[src/rtl/irq_pin_pkg.sv]
package irq_pin_pkg;

    localparam int NUM_SRC = 3;

    typedef enum logic [1:0] {
        SRC_WDOG  = 2'd0,
        SRC_ALARM = 2'd1,
        SRC_PFAIL = 2'd2
    } irq_src_e;

    localparam int BIT_PULSE = 4;
    localparam int BIT_POL   = 5;

    localparam logic [7:0] CFG_RESET = 8'h20;
    localparam logic [7:0] CFG_MASK  = 8'h37;

    typedef struct packed {
        logic               pol_high;
        logic               pulse_mode;
        logic [NUM_SRC-1:0] en;
    } irq_cfg_t;

    typedef struct packed {
        logic data;
        logic oe;
    } pin_drv_t;

    function automatic irq_cfg_t cfg_unpack(input logic [7:0] b);
        irq_cfg_t c;
        c.pol_high   = b[BIT_POL];
        c.pulse_mode = b[BIT_PULSE];
        c.en         = b[NUM_SRC-1:0];
        return c;
    endfunction

    function automatic pin_drv_t pin_encode(input logic active, input logic pol_high);
        pin_drv_t d;
        if (pol_high) begin
            d.data = active;
            d.oe   = 1'b1;
        end else begin
            d.data = 1'b0;
            d.oe   = active;
        end
        return d;
    endfunction

endpackage

[src/rtl/irq_cfg_reg.sv]
module irq_cfg_reg
    import irq_pin_pkg::*;
(
    input  logic       clk,
    input  logic       rst,
    input  logic       wr_en,
    input  logic [7:0] wdata,
    output irq_cfg_t   cfg,
    output logic [7:0] rdata
);

    logic [7:0] cfg_q;

    always_ff @(posedge clk) begin
        if (rst) begin
            cfg_q <= CFG_RESET;
        end else if (wr_en) begin
            cfg_q <= wdata & CFG_MASK;
        end
    end

    assign rdata = cfg_q;
    assign cfg   = cfg_unpack(cfg_q);

endmodule

[src/rtl/irq_flag_bank.sv]
module irq_flag_bank #(
    parameter int N = 3
) (
    input  logic         clk,
    input  logic         rst,
    input  logic [N-1:0] ev,
    input  logic         rd_clr,
    output logic [N-1:0] flags
);

    for (genvar i = 0; i < N; i++) begin : g_flag
        logic flag_q;
        always_ff @(posedge clk) begin
            if (rst) begin
                flag_q <= 1'b0;
            end else if (ev[i]) begin
                flag_q <= 1'b1;
            end else if (rd_clr) begin
                flag_q <= 1'b0;
            end
        end
        assign flags[i] = flag_q;
    end

endmodule

[src/rtl/irq_pulse_timer.sv]
module irq_pulse_timer #(
    parameter int PULSE_TICKS = 200
) (
    input  logic clk,
    input  logic rst,
    input  logic load,
    input  logic tick,
    output logic busy
);

    localparam int CNT_W = $clog2(PULSE_TICKS + 1);
    localparam logic [CNT_W-1:0] LOAD_VAL = CNT_W'(PULSE_TICKS);

    logic [CNT_W-1:0] cnt_q;

    always_ff @(posedge clk) begin
        if (rst) begin
            cnt_q <= '0;
        end else if (load) begin
            cnt_q <= LOAD_VAL;
        end else if (tick && (cnt_q != '0)) begin
            cnt_q <= cnt_q - 1'b1;
        end
    end

    assign busy = (cnt_q != '0);

endmodule

[src/rtl/irq_pin_driver.sv]
module irq_pin_driver
    import irq_pin_pkg::*;
(
    input  logic active,
    input  logic pol_high,
    output logic pin_o,
    output logic pin_oe
);

    pin_drv_t drv;

    always_comb begin
        drv    = pin_encode(active, pol_high);
        pin_o  = drv.data;
        pin_oe = drv.oe;
    end

endmodule

[src/rtl/irq_pin_ctrl.sv]
module irq_pin_ctrl
    import irq_pin_pkg::*;
#(
    parameter int PULSE_TICKS = 200
) (
    input  logic       clk,
    input  logic       rst,
    input  logic       cfg_wr_en,
    input  logic [7:0] cfg_wdata,
    output logic [7:0] cfg_rdata,
    input  logic       flag_rd,
    output logic [7:0] flag_rdata,
    input  logic       ev_wdog,
    input  logic       ev_alarm,
    input  logic       ev_pfail,
    input  logic       tick,
    output logic       irq_pin_o,
    output logic       irq_pin_oe
);

    irq_cfg_t           cfg;
    logic [NUM_SRC-1:0] ev_vec;
    logic [NUM_SRC-1:0] flags;
    logic [NUM_SRC-1:0] hit;
    logic               pulse_load;
    logic               pulse_busy;
    logic               level_act;
    logic               pin_active;

    always_comb begin
        ev_vec            = '0;
        ev_vec[SRC_WDOG]  = ev_wdog;
        ev_vec[SRC_ALARM] = ev_alarm;
        ev_vec[SRC_PFAIL] = ev_pfail;
    end

    irq_cfg_reg u_cfg (
        .clk   (clk),
        .rst   (rst),
        .wr_en (cfg_wr_en),
        .wdata (cfg_wdata),
        .cfg   (cfg),
        .rdata (cfg_rdata)
    );

    irq_flag_bank #(.N(NUM_SRC)) u_flags (
        .clk    (clk),
        .rst    (rst),
        .ev     (ev_vec),
        .rd_clr (flag_rd),
        .flags  (flags)
    );

    assign hit        = ev_vec & cfg.en;
    assign pulse_load = cfg.pulse_mode & (|hit);

    irq_pulse_timer #(.PULSE_TICKS(PULSE_TICKS)) u_pulse (
        .clk  (clk),
        .rst  (rst),
        .load (pulse_load),
        .tick (tick),
        .busy (pulse_busy)
    );

    assign level_act  = |(flags & cfg.en);
    assign pin_active = cfg.pulse_mode ? pulse_busy : level_act;

    irq_pin_driver u_drv (
        .active   (pin_active),
        .pol_high (cfg.pol_high),
        .pin_o    (irq_pin_o),
        .pin_oe   (irq_pin_oe)
    );

    assign flag_rdata = {{(8-NUM_SRC){1'b0}}, flags};

endmodule

[config.mk]
export PLATFORM = sky130hd
export DESIGN_NAME = irq_pin_ctrl
export DESIGN_NICKNAME = d
export VERILOG_FILES = /design/src/rtl/irq_pin_pkg.sv /design/src/rtl/irq_cfg_reg.sv /design/src/rtl/irq_flag_bank.sv /design/src/rtl/irq_pulse_timer.sv /design/src/rtl/irq_pin_driver.sv /design/src/rtl/irq_pin_ctrl.sv
export SDC_FILE = /design/constraint.sdc
export NUM_CORES = 1
export LEC_CHECK = 0
export ABC_AREA = 1
export BUFFER_PORTS_ARGS = -buffer_cell sky130_fd_sc_hd__buf_2
export CORE_MARGIN = 3
export CORE_UTILIZATION = 43
export CTS_CLUSTER_DIAMETER = 100
export DETAILED_ROUTE_END_ITERATION = 12
export PLACE_DENSITY = 0.76
export SLEW_MARGIN = 30
export SYNTH_ARGS = -nofsm -noshare
export SYNTH_HDL_FRONTEND = slang
export SYNTH_SLANG_ARGS = --single-unit
[constraint.sdc]
create_clock -name clk -period 1.1 [get_ports clk]
set_input_delay 0.11 -clock clk [delete_from_list [all_inputs] [get_ports clk]]
set_output_delay 0.11 -clock clk [all_outputs]
set_load 0.02 [all_outputs]
; ---- Word-level counts from Yosys, hierarchy flattened
; Index checks and enable logic that the tools add are counted.
[word_totals]
reg_bits = 16
input_bits = 16
output_inout_bits = 18
elab_cells = 27
[op_classes]
add_sub_neg = 1
n_mux = 8
bitwise_logic = 3
reduce_logical = 9
[op_table]
columns = operator, count
row1 = 8-bit 2-to-1 mux, 2
row2 = 2-bit nonzero test, 4
row3 = 8-bit nonzero test, 1
row4 = "8-bit by 1-bit subtractor with 8-bit output, second input constant", 1
row5 = 3-bit AND, 2
row6 = 3-bit OR reduction, 2
row7 = 1-bit 2-to-1 mux, 5
row8 = 2-bit 2-to-1 mux, 1
row9 = 2-bit OR reduction, 1
row10 = 1-bit AND, 1
row11 = 1-bit logical AND, 1

; ---- Longest topological paths before layout
[depth]
depth_word = 4
ltp_mapped = 9
depth_no_buf = 9

; ---- By module
; Synthesis repeated with hierarchy kept, for this count alone.
[unflattened]
cells_unflattened = 160
area_unflattened_um2 = 1059.8
[by_module_without_submodules]
columns = module, instances, cells_per_inst, area_each_um2, seq_area_each_um2
row1 = irq_pulse_timer, 1, 78, 538.0, 160.2
row2 = irq_cfg_reg, 1, 40, 280.3, 100.1
row3 = irq_flag_bank, 1, 16, 123.9, 60.1
row4 = irq_pin_ctrl, 1, 21, 98.8, 0.0
row5 = irq_pin_driver, 1, 5, 18.8, 0.0

; ---- Worst setup path before layout
; OpenSTA, ideal clock, no wires.
[synth_path]
path_type = register to output
start = reg u_pulse.cnt_q[0]
end = out irq_pin_o
arrival_time_ps = 1160
t_required_ps = 990
setup_slack_ps = -170
path_stages_with_launch = 8
n_path_buf = 0
cell_sequence = dfxtp_1 inv_1 ha_1 nand2_2 nor2_2 nand2_1 nand2_1 nor2_1
[synth_between]
elab_chain_cells = 3
[synth_lines]
columns = item, line
row1 = from (decl), irq_pulse_timer.sv:14  ; logic [CNT_W-1:0] cnt_q;
row2 = from (signal assigned), irq_pulse_timer.sv:22  ; cnt_q <= cnt_q - 1'b1;
row3 = 8-bit nonzero test, irq_pulse_timer.sv:26  ; assign busy = (cnt_q != '0);
row4 = 1-bit 2-to-1 mux, irq_pin_ctrl.sv:66  ; assign pin_active = cfg.pulse_mode ? pulse_busy : level_act;
row5 = 2-bit 2-to-1 mux, irq_pin_pkg.sv:38  ; if (pol_high) begin
row6 = to (decl), irq_pin_ctrl.sv:17  ; output logic irq_pin_o,
; Every way passes these cells.

; ---- Final worst setup path
; Same ends and word-level chain as after synthesis.

==> results.yml <==
yosys:
  synth_cells: 130
  ys_top_cells_by_area: "dfxtp_1 (36%), nand2_1 (10%), buf_4 (10%)"
  ys_warn_count: 0
  ys_seq_area_share_pct: 35.8
  synth_top_area_share_pct: 35.8
  synth_seq_cells: 16
  syn_avg_cell_area_um2: 6.89
  syn_area_um2: 896
  yosysTopAreaCell: "dfxtp_1"
  yosysUniqueCellTypes: 18
cells_and_area:
  synthToLayoutAreaGrowth_pct: 42.5
  drive_above_1_share_pct: 44.2
  utilization_pct: 69.4
  final_cell_mix: "nand2_1 (21), buf_2 (20), buf_4 (20)"
  fill_cells: 173
  instances_no_fill: 197
  layout_commonest_cell: "nand2_1"
  diodes: 0
  fin_nets: 191
drt:
  drtIter0Drc: 19
  drt_pass1_iterations: 6
  via_per_inst: 4.86
  postRouteAntennaNets: 0
  drc: 0
  wl_um: 2490
  num_vias: 957
  wire_per_inst_um: 12.6
grt:
  antenna_found_initial: 0
  grt_first_pass_wirelength_um: 3750
  grt_start_max_net_pins: 10
  overflow: 0
  grt_util_all_layers_pct: 18.9
  first_global_vias: 902
setup_path:
  endpoint_kind: "primary output"
  path_class: "flip-flop to primary output"
  rr_worst_depth: 9
  crit_required_ns: 0.99
  arrival_ns: 1.31
  worst-path-max-fanout: 2
  r2r_setup_slack_ns: -0.29
  critPathLaunchType: "flip-flop"
placement:
  dp_hpwl_um: 1580
  place_congestion: 0.813
  place_inst: 182
  portBuffers: 22
power_and_ir_drop:
  total_power_mw: 3.89
  p_leak_nw: 0.643
  power_density_nw_per_um2: 3050
  ir_drop_mv: 1.34
die:
  start_util_pct: 48.7
  ioPinCount: 34
  dieArea_um2: 2670
  die_y_um: 51.6
  die_w_um: 51.6
  rows: 15
  core_um2: 1840
status:
  status: "complete, but fails checks"
  failed_checks: "negative setup slack"
sta:
  hold_viol_final: 0
  slew_viol_final: 0
  final.min_clock_period_ns: 1.42
  fmax_mhz: 704
  rsz0062_at_grt: "true"
  fin_crit_sh_pct: 129
  setup_ws_ns: -0.320
  clock_skew_ns: 0.00432
  finalSetupViolations: 10
clock_tree:
  numCtsBuffers: 3
  cts_hold_buf: 0
  cts.path.max_buffers: 2
  cts_tree: "done"
  clk_pin_slew_worst_paths_ns: 0.10
  ctsHtreeMaxLevel: 1
  clkLatencyLatePin_ns: 0.29
  cts.sinks: 16
  clockRootBuffer: "clkbuf_4"
worst_hold_path:
  hold_path.class: "input pin to flip-flop"
  hold_path_depth: 3
flow_run:
  cap_violations: 0
[per-stage QoR]
| step | hold WS [ns] | area [µm²] | TNS, ns | setup WS [ns] |
|---|---|---|---|---|
| after floorplan | 0.179 | 960 | -0.0414 | -0.0179 |
| after global placement | 0.325 | 1090 | -0.723 | -0.108 |
| after detailed placement | 0.338 | 1090 | -0.982 | -0.128 |
| after CTS | 0.0223 | 1210 | -2.16 | -0.343 |
| after global routing | 0.0405 | 1280 | -3.53 | -0.386 |
| final | 0.0280 | 1280 | -2.66 | -0.320 |
[synthesized netlist by cell type]
library cell / count
a211oi_1: 1
a21oi_1: 10
buf_4: 12
conb_1: 1
dfxtp_1: 16
ha_1: 2
inv_1: 13
nand2_1: 25
nand2_2: 3
nand3_1: 8
nand3b_1: 1
nand4_1: 1
nor2_1: 23
nor2_2: 2
nor2_4: 1
o21ai_0: 8
o21ai_4: 1
xnor2_1: 2
[routing by layer]
layer	share of wire (%)	global-route usage, %	up-vias
met3	5.9	4.30	5
met5	0	0	-
met2	53	35.0	39
li1	-	-	475
met4	1.9	9.61	0
met1	39	19.6	438
[kinds of logic (layout without fill, tap and decap cells)]
group	count (synthesis)	in the layout	synth area share, %
and+or+nand+nor	64	64	30.9
adders and majority gates	2	2	2.79
DFF	16	16	35.8
AOI/OAI and AO/OA	20	20	12.7
other	1	8	0.419
buffers and inverters	25	60	15.5
xor gates and xnor gates	2	2	1.96
[cell type report]
| cell class | count | area, µm² | area share [%] |
|---|---|---|---|
| multi-input combinational | 96 | 547 | 42.8 |
| sequential | 16 | 327 | 25.6 |
| timing repair buffer | 43 | 284 | 22.3 |
| inverter | 13 | 51.3 | 4.02 |
| clock buffer | 4 | 36.3 | 2.84 |
| tap | 25 | 31.3 | 2.45 |
[path summary, 6_finish.rpt]
check,from,end
worst max-delay path,u_pulse.cnt_q[0],irq_pin_o
worst min-delay path,cfg_wdata[1],u_cfg.rdata[1]
worst max register to register,u_pulse.cnt_q[0],u_pulse.cnt_q[5]
worst min register to register,u_pulse.cnt_q[0],u_pulse.cnt_q[0]
[worst max-delay path, cell delays in order, from the launching register on]
cell and delay [ns]:
dfxtp_2 0.37, inv_4 0.04, ha_4 0.15, nand2_4 0.07, nor2_4 0.04, nand2_2 0.06
nand2_4 0.06, nor2_4 0.10, buf_6 0.12
[what timing repair did]
action                                  in CTS  in global routing
endpoints found under the setup margin      10                 12
pin swaps                                   16                  8
buffers inserted                             9                  2
resized for setup                            8                 17
[state kept, by name (all words and copies together) (netlist names)]
name / cells
u_flags.g_flag.flag_q: 3
u_cfg.rdata: 5
u_pulse.cnt_q: 8
[power by group]
part / switching [mW] / internal [mW] / leakage [nW] / total (mW)
Clock: 0.195 / 0.202 / 0.0210 / 0.397
Sequential: 0.135 / 0.748 / 0.134 / 0.883
Combinational: 1.38 / 1.23 / 0.488 / 2.62
Total: 1.71 / 2.18 / 0.643 / 3.89
(Power assumes the default switching activity.)
